### src/rtl/mdio_eng_pkg.sv
package mdio_eng_pkg;

  localparam int FRAME_BITS = 64;
  localparam int PRE_BITS   = 32;
  localparam int WORD_W     = 16;
  localparam int ADDR5_W    = 5;

  typedef enum logic [1:0] {
    FN_INT   = 2'b00,
    FN_EXT   = 2'b01,
    FN_SETUP = 2'b10,
    FN_RSVD  = 2'b11
  } fn_e;

  typedef struct packed {
    logic [1:0]         fn;
    logic               c22;
    logic [1:0]         op;
    logic [ADDR5_W-1:0] dev;
    logic [ADDR5_W-1:0] rg;
  } cmd_t;

  function automatic logic cmd_runs_frame(input cmd_t c);
    logic fn_ok;
    fn_ok = (c.fn == FN_INT) || (c.fn == FN_EXT);
    if (c.c22) return fn_ok && (c.op == 2'b01 || c.op == 2'b10);
    return fn_ok;
  endfunction

  function automatic logic cmd_is_read(input cmd_t c);
    if (c.c22) return c.op == 2'b10;
    return c.op[1];
  endfunction

  function automatic logic [FRAME_BITS-1:0] build_frame(input cmd_t c,
                                                        input logic [WORD_W-1:0] d);
    logic [1:0]        st;
    logic [1:0]        ta;
    logic [WORD_W-1:0] pay;
    st  = c.c22 ? 2'b01 : 2'b00;
    ta  = cmd_is_read(c) ? 2'b11 : 2'b10;
    pay = cmd_is_read(c) ? {WORD_W{1'b1}} : d;
    return {{PRE_BITS{1'b1}}, st, c.op, c.dev, c.rg, ta, pay};
  endfunction

endpackage

### src/rtl/mdio_clk_div.sv
module mdio_clk_div #(
  parameter int HALF = 4
) (
  input  logic clk,
  input  logic rst_n,
  input  logic run,
  output logic mdc,
  output logic rise_tick,
  output logic fall_tick
);
  localparam int CNT_W = (HALF > 1) ? $clog2(HALF) : 1;
  localparam logic [CNT_W-1:0] LAST = CNT_W'(HALF - 1);

  logic [CNT_W-1:0] cnt;
  logic             phase;
  logic             wrap;

  assign wrap      = run && (cnt == LAST);
  assign rise_tick = wrap && !phase;
  assign fall_tick = wrap && phase;
  assign mdc       = phase;

  always_ff @(posedge clk or negedge rst_n) begin
    if (!rst_n) begin
      cnt   <= '0;
      phase <= 1'b0;
    end else if (!run) begin
      cnt   <= '0;
      phase <= 1'b0;
    end else if (wrap) begin
      cnt   <= '0;
      phase <= ~phase;
    end else begin
      cnt <= cnt + 1'b1;
    end
  end
endmodule

### src/rtl/mdio_frame_shifter.sv
module mdio_frame_shifter #(
  parameter int FBITS = 64,
  parameter int DW    = 16
) (
  input  logic             clk,
  input  logic             rst_n,
  input  logic             start,
  input  logic [FBITS-1:0] frame_in,
  input  logic             is_read,
  input  logic             rise_tick,
  input  logic             fall_tick,
  input  logic             mdio_i,
  output logic             mdio_o,
  output logic             mdio_oe,
  output logic             done,
  output logic [DW-1:0]    rd_word
);
  localparam int IDX_W = $clog2(FBITS);
  localparam logic [IDX_W-1:0] LAST_IDX   = IDX_W'(FBITS - 1);
  localparam logic [IDX_W-1:0] DATA_START = IDX_W'(FBITS - DW);
  localparam logic [IDX_W-1:0] TA_START   = IDX_W'(FBITS - DW - 2);

  logic [FBITS-1:0] frame_q;
  logic             rd_q;
  logic [IDX_W-1:0] idx;
  logic [DW-1:0]    shreg;

  assign done    = fall_tick && (idx == LAST_IDX);
  assign mdio_o  = frame_q[LAST_IDX - idx];
  assign mdio_oe = !(rd_q && (idx >= TA_START));
  assign rd_word = shreg;

  always_ff @(posedge clk or negedge rst_n) begin
    if (!rst_n) begin
      frame_q <= {FBITS{1'b1}};
      rd_q    <= 1'b0;
      idx     <= '0;
      shreg   <= '0;
    end else if (start) begin
      frame_q <= frame_in;
      rd_q    <= is_read;
      idx     <= '0;
    end else begin
      if (fall_tick) idx <= (idx == LAST_IDX) ? '0 : idx + 1'b1;
      if (rise_tick && rd_q && idx >= DATA_START) shreg <= {shreg[DW-2:0], mdio_i};
    end
  end
endmodule

### src/rtl/mdio_cmd_engine.sv
module mdio_cmd_engine
  import mdio_eng_pkg::*;
#(
  parameter int                ADDR_W   = 5,
  parameter logic [ADDR_W-1:0] CMD_OFS  = 5'h18,
  parameter logic [ADDR_W-1:0] DATA_OFS = 5'h19,
  parameter int                MDC_HALF = 4
) (
  input  logic              clk,
  input  logic              rst_n,
  input  logic              host_wr,
  input  logic [ADDR_W-1:0] host_addr,
  input  logic [15:0]       host_wdata,
  output logic [15:0]       host_rdata,
  output logic              mdc_int,
  output logic              mdio_int_o,
  output logic              mdio_int_oe,
  input  logic              mdio_int_i,
  output logic              mdc_ext,
  output logic              mdio_ext_o,
  output logic              mdio_ext_oe,
  input  logic              mdio_ext_i
);
  localparam int NBUS = 2;

  logic              busy;
  cmd_t              cmd_q;
  logic [WORD_W-1:0] data_q;
  logic              sel_q;
  cmd_t              cmd_in;
  logic              cmd_req;
  logic              frame_start;
  logic              frame_done;
  logic              data_wr_ok;
  logic              mdc_raw, rise_tick, fall_tick;
  logic              sh_o, sh_oe, sh_i;
  logic [WORD_W-1:0] rd_word;
  logic [NBUS-1:0]   bus_mdc, bus_o, bus_oe, bus_i;

  assign cmd_in      = cmd_t'(host_wdata[14:0]);
  assign cmd_req     = host_wr && (host_addr == CMD_OFS) && host_wdata[15] && !busy;
  assign frame_start = cmd_req && cmd_runs_frame(cmd_in);
  assign data_wr_ok  = host_wr && (host_addr == DATA_OFS) && !busy;

  always_ff @(posedge clk or negedge rst_n) begin
    if (!rst_n) begin
      busy   <= 1'b0;
      cmd_q  <= '0;
      data_q <= '0;
      sel_q  <= 1'b0;
    end else begin
      if (cmd_req) cmd_q <= cmd_in;
      if (frame_start) begin
        busy  <= 1'b1;
        sel_q <= cmd_in.fn[0];
      end else if (frame_done) begin
        busy <= 1'b0;
      end
      if (data_wr_ok) data_q <= host_wdata;
      else if (frame_done && cmd_is_read(cmd_q)) data_q <= rd_word;
    end
  end

  always_comb begin
    if (host_addr == CMD_OFS)       host_rdata = {busy, cmd_q};
    else if (host_addr == DATA_OFS) host_rdata = data_q;
    else                            host_rdata = '0;
  end

  mdio_clk_div #(.HALF(MDC_HALF)) u_div (
    .clk       (clk),
    .rst_n     (rst_n),
    .run       (busy),
    .mdc       (mdc_raw),
    .rise_tick (rise_tick),
    .fall_tick (fall_tick)
  );

  mdio_frame_shifter #(.FBITS(FRAME_BITS), .DW(WORD_W)) u_shift (
    .clk       (clk),
    .rst_n     (rst_n),
    .start     (frame_start),
    .frame_in  (build_frame(cmd_in, data_q)),
    .is_read   (cmd_is_read(cmd_in)),
    .rise_tick (rise_tick),
    .fall_tick (fall_tick),
    .mdio_i    (sh_i),
    .mdio_o    (sh_o),
    .mdio_oe   (sh_oe),
    .done      (frame_done),
    .rd_word   (rd_word)
  );

  assign bus_i = {mdio_ext_i, mdio_int_i};
  assign sh_i  = bus_i[sel_q];

  for (genvar b = 0; b < NBUS; b++) begin : g_bus
    logic own;
    assign own        = busy && (sel_q == b[0]);
    assign bus_mdc[b] = own && mdc_raw;
    assign bus_oe[b]  = own && sh_oe;
    assign bus_o[b]   = own ? sh_o : 1'b1;
  end

  assign mdc_int     = bus_mdc[0];
  assign mdio_int_o  = bus_o[0];
  assign mdio_int_oe = bus_oe[0];
  assign mdc_ext     = bus_mdc[1];
  assign mdio_ext_o  = bus_o[1];
  assign mdio_ext_oe = bus_oe[1];
endmodule

### config.mk
export PLATFORM = sky130hd
export DESIGN_NAME = mdio_cmd_engine
export DESIGN_NICKNAME = d
export VERILOG_FILES = /design/src/rtl/mdio_eng_pkg.sv /design/src/rtl/mdio_clk_div.sv /design/src/rtl/mdio_frame_shifter.sv /design/src/rtl/mdio_cmd_engine.sv
export SDC_FILE = /design/constraint.sdc
export NUM_CORES = 1
export LEC_CHECK = 0
export BUFFER_PORTS_ARGS = -buffer_cell sky130_fd_sc_hd__buf_2
export CORE_MARGIN = 8
export CORE_UTILIZATION = 60
export CTS_CLUSTER_SIZE = 16
export DETAILED_ROUTE_END_ITERATION = 10
export PLACE_DENSITY = 0.77
export SETUP_SLACK_MARGIN = 0.5
export SLEW_MARGIN = 20
export SYNTH_ARGS = -nofsm -noshare
export SYNTH_HDL_FRONTEND = slang
export SYNTH_HIERARCHICAL = 1
export SYNTH_SLANG_ARGS = --single-unit
### constraint.sdc
create_clock -name clk -period 4.8 [get_ports clk]
set_input_delay 1.44 -clock clk [delete_from_list [all_inputs] [get_ports clk]]
set_output_delay 1.44 -clock clk [all_outputs]
set_load 0.02 [all_outputs]
==> flow_summary_export.csv, run 1 <==
group,metric,value,unit
cells_and_area,ff_latch_area,0.003161,mm^2
sta,setup_violations,0,
sta,skew,6.493,ps
cells_and_area,diodes,0,
placement,gp_congestion,0.8513,
power,power.density,378.0,mW/mm^2
floorplanning,initial_core_util,60.58,%
global_route,grtUsageTotal,21.72,%
clock_network,cts_buffers,17,
route,drtIter0Drc,367,
cells_and_area,final_common_cell,"mux2_2",
sta,tightest_slew,1008,ps
yosys,synth.area.mux_share,25.46,%
yosys,seq_area_frac_synth,51.66,%
placement,port_buffers,47,
route,vias,4096,
yosys,synth-edff-count,0,
yosys,synth.distinct_cells,53,
yosys,synthCells,459,
outcome,outcome,"finished, final reports clean",
cells_and_area,fill_cells,732,
yosys,synth_flop_cell,"dfstp_2",
sta,hold_violations,0,
floorplanning,die_w,116.9,um
placement,hpwlAfterDp,8907,um
global_route,first_global_vias,4315,
clock_network,clkTransAtPathRegs,50,ps
worst_setup_path,crit_required,3360,ps
worst_setup_path,critPathTopFamily,"multiplexers",
yosys,yosys.area_share.simple,11.24,%
worst_setup_path,worstSetupStartpointType,"register",
clock_network,htreeDepth,4,
sta,timing.max_slew.rel_slack,32.82,%
cells_and_area,most-common-layout-cells,"mux2_2 (89), dfstp_2 (64), dfrtp_1 (57)",
run,maxCapViolCount,0,
worst_setup_path,cp_max_fo,8,
route,wl_per_cell,19.75,um
global_route,antenna_found_initial,0,
worst_setup_path,path_cells,"buf_4 -> mux4_2 -> nor3_1 -> a21oi_1 -> a311oi_2 -> a41oi_2 -> nand3b_1 -> buf_4",
route,drt-total-wl,13510,um
cells_and_area,final_layout_size_suffix_gt1_share,50.18,%
worst_setup_path,cp_common_cell,"buf_4",
route,vias_per_cell,5.988,
floorplanning,die_area,0.01368,mm^2
yosys,netlist_top_cells_area,"dfstp_2 (28%), dfrtp_1 (24%), mux2_2 (16%)",
hold_path,min_path_type,"register to register",
yosys,async_flop_share,100.0,%
sta,final.min_clock_period,4151,ps
route,dr.pass1.iters,5,
sta,slew_viol_final,0,
worst_setup_path,critical_path_arrival,2710,ps
global_route,grt_max_degree,63,
yosys,avgSynthCellArea,13.32,um^2
yosys,synth_xor_area_share,0.7163,%
clock_network,cts_tree,"done",
cells_and_area,multi_input_area,0.002930,mm^2
sta,period_share,86.48,%
worst_setup_path,r2r_setup_slack,1700,ps
worst_setup_path,cp-end-kind,"output port",
sta,rsz0062_at_grt,"no",
floorplanning,die_h,116.9,um
worst_setup_path,slowest_delay,560,ps
yosys,ys_ff_latch,123,
sta,holdWs,438.3,ps
sta,setup_tns,0,ps
power,power,2.720,mW
clock_network,cts-root-buf,"clkbuf_8",
yosys,yosys.area.top_type,"dfstp_2",
worst_setup_path,critical_path_class,"register to output port",
yosys,yosysTopAreaCellShare,27.51,%
worst_setup_path,cp_num_buf_inv,2,
yosys,synth_top_family_by_area,"multiplexers",
route,drtAntennaViolNets,0,
worst_setup_path,crit_slowest_cell,"mux4_2",
global_route,grt_pass1_wl,22370,um
power,p_leak,3.173,nW
clock_network,cts_buffer_depth,2,
yosys,synth-compound-area-share,7.041,%
clock_network,insertion_delay,530,ps
floorplanning,coreArea,0.01009,mm^2
clock_network,ctsHoldBuffers,0,
route,drc,0,
cells_and_area,area_growth,17.70,%
yosys,yosys_warnings,6,
floorplanning,io_pins,48,
power,max-vdd-ir-drop,0.2690,mV
sta,max_freq,240.9,MHz
yosys,syn_area,0.006113,mm^2
clock_network,numClockSinks,123,
global_route,overflow,0,
cells_and_area,nNetsFinal,564,
floorplanning,rows,37,
yosys,synthAdderAreaFrac,0.6140,%
==> power breakdown <==
group	total (mW)	switching (mW)	internal (mW)
registers	1.25	0.0879	1.17
logic	0.316	0.150	0.166
clock network	1.15	0.418	0.731
total	2.72	0.656	2.06
==> final timing paths <==
path,from,to,cells past startpoint
hold reg to reg,u_div/cnt[0],u_div/cnt[0],1
min in group asynchronous,rst_n,cmd_q[4],1
hold / removal,u_div/cnt[0],u_div/cnt[0],1
max in group asynchronous,rst_n,u_shift/frame_q[55],2
setup reg to reg,busy,data_q[13],6
setup / recovery,u_shift/idx[0],mdio_ext_o,8
==> cells in the mapped netlist (5+ instances only) <==
cell       n
a22o_1    16
a31oi_1   16
buf_2      9
clkbuf_1  23
dfrtp_1   59
dfstp_2   64
mux2_2    89
mux2_4    10
mux2i_1    7
mux4_1     5
mux4_2     9
nand2_1    8
nand2b_1  12
nor2_1     6
nor2b_1    5
nor4_1    17
o21ai_0   17
or2b_1     8
or3b_1    15
==> worst reg2reg max path: cells and delay by family, from the launching register on <==
kind / cells / cell delay, ps
and+or+nand+nor: 5 / 2210
DFF: 1 / 620
AOI/OAI and AO/OA: 1 / 180
==> through the flow <==
step / area, um^2 / cells / utilization, % / worst slack, ps
floorplan: 6233 / 491 / - / 933.2
global placement: 6560 / 649 / 65.00 / 419.0
detailed placement: 6560 / 649 / 65.00 / 291.7
CTS: 7153 / 684 / 70.88 / 553.2
global route: 7196 / 684 / 71.30 / 497.1
finish: 7196 / 684 / 71.30 / 648.8
==> layout make-up <==
class	count	area share, %
clock buffers	31	7.460
inverters	4	0.2087
repair buffers	61	5.251
well taps	136	2.365
flip-flops and latches	123	43.92
clock inverters	1	0.06955
multi-input cells	328	40.72
==> state kept, by name, indices dropped and copies added (netlist names) <==
name and count:
u_shift/frame_q 64, data_q 16, u_shift/rd_word 16, cmd_q 15
u_shift/idx 6, u_div/cnt 2, busy 1, sel_q 1
u_div/mdc 1, u_shift/rd_q 1
==> kinds of logic after synthesis <==
family                   after synthesis
flip-flops                           123
multiplexers                         120
AND/OR/NAND/NOR                      103
AO/OA/AOI/OAI                         63
buffers and inverters                 40
XOR/XNOR                               5
adder cells (fa/ha/maj)                3
other                                  2
==> per-layer routing <==
layer  track usage [%]  wire length, um  up-vias
li1                  -                -     1846
met1             28.56             6008     2102
met2             33.59             6592      126
met3             5.593              697       22
met4             9.130              212        0
met5                 0                0        -
==> timing repair <==
item,4_1_cts,5_1_grt
gates resized for setup,4,10
buffers inserted,3,0
setup endpoints to repair,18,3
pin swaps,0,2
No activity file was read; power rests on OpenSTA's default activity.
==> run 2, diff against run 1 <==
--- a/config.mk
+++ b/config.mk
@@ -6,8 +6,10 @@
 export NUM_CORES = 1
 export LEC_CHECK = 0
 export BUFFER_PORTS_ARGS = -buffer_cell sky130_fd_sc_hd__buf_2
+export CORE_ASPECT_RATIO = 1.5
 export CORE_MARGIN = 8
 export CORE_UTILIZATION = 60
+export CTS_CLUSTER_DIAMETER = 120
 export CTS_CLUSTER_SIZE = 16
 export DETAILED_ROUTE_END_ITERATION = 10
 export PLACE_DENSITY = 0.77
==> flow_summary_export.csv, run 2 (synthesis gave the netlist of run 1 again) <==
group,metric,value,unit
sta,tightest_slew,973.9,ps
cells_and_area,diodes,0,
route,vias_per_cell,5.997,
sta,slew_viol_final,0,
floorplanning,die_w,98.42,um
hold_path,min_path_type,"register to register",
power,internal_power,2.190,mW
power,power.density,399.3,mW/mm^2
worst_setup_path,r2r-start,"u_shift/idx[1]",
clock_network,cts_buffer_depth,2,
power,p_leak,3.186,nW
route,drtAntennaViolNets,0,
route,drt-total-wl,13100,um
hold_path,min_from,"u_div/cnt[0]",
power,max-vdd-ir-drop,0.2655,mV
clock_network,insertion_delay,400,ps
power,share_comb_of_total_power,10.5,%
sta,rsz0062_at_grt,"yes",
cells_and_area,area_growth,17.23,%
cells_and_area,top_register,"u_shift/frame_q",
clock_network,ctsHoldBuffers,0,
route,wl_per_cell,19.78,um
clock_network,htreeDepth,4,
placement,dpl_cell_area,0.006524,mm^2
global_route,grt_pass1_wl,22030,um
clock_network,clkTransAtPathRegs,50,ps
floorplanning,coreArea,0.01002,mm^2
route,dr.pass1.iters,4,
cells_and_area,final_common_cell,"mux2_2",
sta,final.min_clock_period,4144,ps
floorplanning,initial_core_util,61.00,%
cells_and_area,most-common-layout-cells,"mux2_2 (89), dfstp_2 (64), dfrtp_1 (58)",
worst_setup_path,ff2ff_path_depth,6,
cells_and_area,largest_reg_flops,64,
floorplanning,rows,45,
worst_setup_path,critical_path_arrival,2700,ps
worst_setup_path,worstSetupStartpointType,"register",
hold_path,whs_path_depth,1,
global_route,first_global_vias,4330,
cells_and_area,nNetsFinal,561,
floorplanning,die_h,139.6,um
clock_network,cts_tree,"done",
worst_setup_path,critical_path_class,"register to output port",
global_route,overflow,0,
sta,hold_violations,0,
sta,setup_violations,0,
clock_network,cts-root-buf,"clkbuf_16",
placement,gp_congestion,0.8574,
sta,setup_tns,0,ps
worst_setup_path,crit_slowest_cell,"dfrtp_1",
route,drtIter0Drc,189,
sta,holdWs,436.8,ps
placement,hpwlAfterDp,8993,um
worst_setup_path,slowest_delay,620,ps
cells_and_area,final_cell_area,0.007167,mm^2
sta,skew,5.106,ps
clock_network,numClockSinks,123,
global_route,grt_max_degree,82,
run,maxCapViolCount,0,
route,drc,0,
sta,max_freq,241.3,MHz
power,switchingPower,672.0,uW
placement,port_buffers,47,
global_route,antenna_found_initial,0,
worst_setup_path,worstReg2RegEnd,"data_q[14]",
worst_setup_path,r2r_setup_slack,1710,ps
sta,timing.max_slew.rel_slack,35.07,%
worst_setup_path,cp-end-kind,"output port",
power,pwr-share-clk,45.8,%
route,vias,3970,
worst_setup_path,path_cells,"buf_4 -> mux4_2 -> nor3_1 -> a21oi_1 -> a311oi_1 -> a41oi_1 -> nand3b_1 -> buf_2",
floorplanning,io_pins,48,
worst_setup_path,cp_max_fo,12,
sta,period_share,86.33,%
power,sw_frac_of_total,23.48,%
global_route,grtUsageTotal,20.26,%
clock_network,cts_buffers,17,
outcome,outcome,"finished, final reports clean",
worst_setup_path,crit_required,3360,ps
power,seqPwrFrac,43.8,%
floorplanning,die_area,0.01374,mm^2
cells_and_area,final_layout_size_suffix_gt1_share,49.72,%
hold_path,holdPathEnd,"u_div/cnt[0]",
-- run 2: worst max-delay path by stage --
stage / startpoint / endpoint / slack (ps) / depth (start not counted)
final: u_shift/idx[2] / mdio_ext_o / 660 / 8
after global routing: u_shift/idx[2] / mdio_ext_o / 460 / 8
after CTS: host_addr[2] / host_rdata[7] / 560 / 6
after detailed placement: host_addr[2] / host_rdata[7] / 410 / 6
after global placement: host_addr[2] / host_rdata[9] / 490 / 6
after floorplan: host_addr[2] / host_rdata[0] / 930 / 5
-- run 2: area by class of cell --
class	instances	area (um^2)
clock buffer	19	432.9
clock inverter	13	175.2
fill	695	2855
inverter	4	15.01
multi-input combinational	328	2910
sequential	123	3159
tap	117	146.4
timing repair buffer	58	327.8
-- run 2: layer usage --
| layer | GRT usage, % | part of all wire, % | vias to the layer above | routed length (um) |
|---|---|---|---|---|
| met2 | 35.31 | 53 | 119 | 6963 |
| li1 | - | - | 1827 | - |
| met3 | 4.993 | 4.4 | 23 | 572 |
| met1 | 23.13 | 40 | 2001 | 5304 |
| met5 | 0 | 0 | - | 0 |
| met4 | 8.123 | 2.0 | 0 | 257 |
-- run 2: repair_timing --
item / in CTS / in global routing
pin swaps: 0 / 0
setup endpoints to repair: 11 / 13
buffers inserted: 0 / 0
gates resized for setup: 3 / 3
-- run 2: worst max-delay path: cells and delay by family, from the launching register on --
kind	cells	cell delay, ps
mux	1	340
flops	1	620
buf+inv	2	460
simple gates	2	390
compound gates	3	470
-- run 2: power groups by stage --
stage / clock network [mW] / logic (mW) / registers [mW]
after floorplan: 0 / 0.229 / 1.22
after global placement: 0 / 0.285 / 1.26
after detailed placement: 0 / 0.297 / 1.27
after CTS: 1.33 / 0.301 / 1.25
after global routing: 1.37 / 0.330 / 1.27
final: 1.31 / 0.300 / 1.25
-- run 2: per-stage QoR --
| step | worst slack (ps) | util [%] | instances | total power [mW] |
|---|---|---|---|---|
| CTS | 555.4 | 71.31 | 662 | 2.881 |
| detailed placement | 408.3 | 65.09 | 630 | 1.563 |
| global placement | 490.3 | 65.09 | 630 | 1.546 |
| finish | 656.2 | 71.51 | 662 | 2.862 |
| floorplan | 933.2 | - | 491 | 1.448 |
| global route | 459.8 | 71.51 | 662 | 2.970 |
==> run 3, diff against run 2 <==
--- a/config.mk
+++ b/config.mk
@@ -7,12 +7,12 @@
 export LEC_CHECK = 0
 export BUFFER_PORTS_ARGS = -buffer_cell sky130_fd_sc_hd__buf_2
 export CORE_ASPECT_RATIO = 1.5
-export CORE_MARGIN = 8
-export CORE_UTILIZATION = 60
+export CORE_MARGIN = 10
+export CORE_UTILIZATION = 35
 export CTS_CLUSTER_DIAMETER = 120
 export CTS_CLUSTER_SIZE = 16
 export DETAILED_ROUTE_END_ITERATION = 10
-export PLACE_DENSITY = 0.77
+export PLACE_DENSITY = 0.48
 export SETUP_SLACK_MARGIN = 0.5
 export SLEW_MARGIN = 20
 export SYNTH_ARGS = -nofsm -noshare
==> flow_summary_export.csv, run 3 (synthesis gave the netlist of run 1 again) <==
group,metric,value,unit
global_route,grt_pass1_wl,23950,um
cells_and_area,final_common_cell,"mux2_2",
worst_setup_path,critical_path_class,"register to output port",
sta,skew,11.80,ps
cells_and_area,nNetsFinal,565,
power,sw_frac_of_total,25.87,%
sta,final.min_clock_period,4148,ps
cells_and_area,stdcell_count,762,
sta,timing.max_slew.rel_slack,30.76,%
hold_path,min_path_type,"register to register",
cells_and_area,finalCoreUtilization,42.34,%
cells_and_area,largest_reg_flops,64,
clock_network,cts_tree,"done",
route,wl_per_cell,19.17,um
floorplanning,io_pins,48,
power,pwr-share-clk,45.1,%
hold_path,holdPathEnd,"u_div/cnt[0]",
power,share_comb_of_total_power,10.9,%
worst_setup_path,worstReg2RegEnd,"data_q[13]",
worst_setup_path,path_cells,"buf_12 -> mux4_1 -> nor3b_1 -> nor4_1 -> a311oi_1 -> a41oi_1 -> nand3b_1 -> buf_2",
power,switchingPower,734.1,uW
cells_and_area,area_growth,19.65,%
cells_and_area,top_register,"u_shift/frame_q",
placement,hpwlAfterDp,10280,um
sta,period_share,86.41,%
worst_setup_path,slowest_delay,570,ps
global_route,antenna_found_initial,0,
cells_and_area,fill_cells,1671,
power,max-vdd-ir-drop,0.2132,mV
global_route,grt_max_degree,62,
worst_setup_path,ff2ff_path_depth,7,
hold_path,whs_path_depth,1,
cells_and_area,final_layout_size_suffix_gt1_share,50.64,%
worst_setup_path,cp_max_fo,13,
sta,setup_violations,0,
clock_network,numClockSinks,123,
worst_setup_path,r2r-start,"u_shift/idx[1]",
sta,rsz0062_at_grt,"no",
cells_and_area,diodes,0,
power,internal_power,2.104,mW
power,power.density,387.9,mW/mm^2
placement,gp_congestion,0.7494,
clock_network,insertion_delay,410,ps
sta,setup_tns,0,ps
floorplanning,rows,59,
run,maxCapViolCount,0,
floorplanning,initial_core_util,35.39,%
clock_network,ctsHoldBuffers,0,
worst_setup_path,worstSetupStartpointType,"register",
route,vias,3965,
hold_path,min_from,"u_div/cnt[0]",
floorplanning,die_w,127.9,um
floorplanning,die_h,181.9,um
worst_setup_path,critical_path_arrival,2710,ps
clock_network,clkTransAtPathRegs,60,ps
sta,max_freq,241.1,MHz
worst_setup_path,crit_required,3360,ps
worst_setup_path,cp-end-kind,"output port",
sta,hold_violations,0,
placement,dp.cells,728,
placement,port_buffers,47,
route,vias_per_cell,5.203,
route,drtAntennaViolNets,0,
worst_setup_path,critPathTopFamily,"simple AND/OR/NAND/NOR gates",
worst_setup_path,r2r_setup_slack,1700,ps
sta,slew_viol_final,0,
worst_setup_path,crit_slowest_cell,"mux4_1",
clock_network,cts_buffers,17,
floorplanning,die_area,0.02326,mm^2
cells_and_area,most-common-layout-cells,"mux2_2 (89), dfstp_2 (64), dfrtp_1 (57)",
power,p_leak,3.203,nW
route,drtIter0Drc,144,
clock_network,cts_buffer_depth,2,
route,drt-total-wl,14610,um
clock_network,cts-root-buf,"clkbuf_16",
outcome,outcome,"finished, final reports clean",
power,seqPwrFrac,44.0,%
global_route,first_global_vias,4229,
global_route,overflow,0,
clock_network,htreeDepth,4,
sta,tightest_slew,1039,ps
floorplanning,coreArea,0.01727,mm^2
route,drc,0,
worst_setup_path,cp_num_buf_inv,2,
route,dr.pass1.iters,4,
global_route,grtUsageTotal,12.96,%
[run 3: cell count changes in the layout (fill, tap and decap cells not counted), sizes merged]
| cell | before | now |
|---|---|---|
| inv | 4 | 10 |
| clkbuf | 19 | 17 |
| clkinvlp | 1 | 0 |
| clkinv | 8 | 7 |
| buf | 58 | 62 |
| bufinv | 4 | 2 |
[run 3: power by group through the flow]
stage	logic [mW]	clock network (mW)	registers, mW
global route	0.344	1.36	1.27
finish	0.309	1.28	1.25
detailed placement	0.308	0	1.27
CTS	0.309	1.31	1.25
floorplan	0.229	0	1.22
global placement	0.300	0	1.27
[run 3: worst max path at each step]
stage,startpoint,to,slack (ps),depth (start not counted)
after floorplan,host_addr[2],host_rdata[0],930,5
after global placement,host_addr[2],host_rdata[9],410,6
after detailed placement,host_addr[2],host_rdata[6],340,6
after CTS,u_shift/idx[0],mdio_ext_o,490,8
after global routing,u_shift/idx[0],mdio_ext_o,520,8
final,u_shift/idx[0],mdio_ext_o,650,8
[run 3: area by class of cell]
type / instances / area (um^2) / share of cell area, %
clock inverter: 15 / 161.4 / 2.207
timing repair buffer: 62 / 375.4 / 5.132
clock buffer: 17 / 425.4 / 5.816
sequential: 123 / 3161 / 43.21
multi-input combinational: 328 / 2910 / 39.79
tap: 213 / 266.5 / 3.644
inverter: 4 / 15.01 / 0.2053
[run 3: per-stage QoR]
stage          total power, mW  hold WS, ps  instance area, um^2  setup slack [ps]
5_1_grt                  2.974        451.2                 7315             523.9
3_3_place_gp             1.567        423.9                 6684             406.2
4_1_cts                  2.876        441.6                 7287             489.6
2_1_floorplan            1.448        413.9                 6233             933.2
6_report                 2.838        438.5                 7315             652.4
3_5_place_dp             1.578        430.4                 6684             341.4
[run 3: repair_timing]
item | in CTS | in global routing
pin swaps | 0 | 1
buffers inserted | 0 | 2
endpoints found under the hold margin | 0 | 0
setup endpoints to repair | 13 | 13
gates resized for setup | 4 | 2
[run 3: layer usage]
layer  vias up  track usage, %  wire [um]
met5         -               0          0
met4         0           4.697        180
met3        14           2.566        508
met2        70           22.32       7840
met1      2033           15.48       6081
li1       1848               -          -
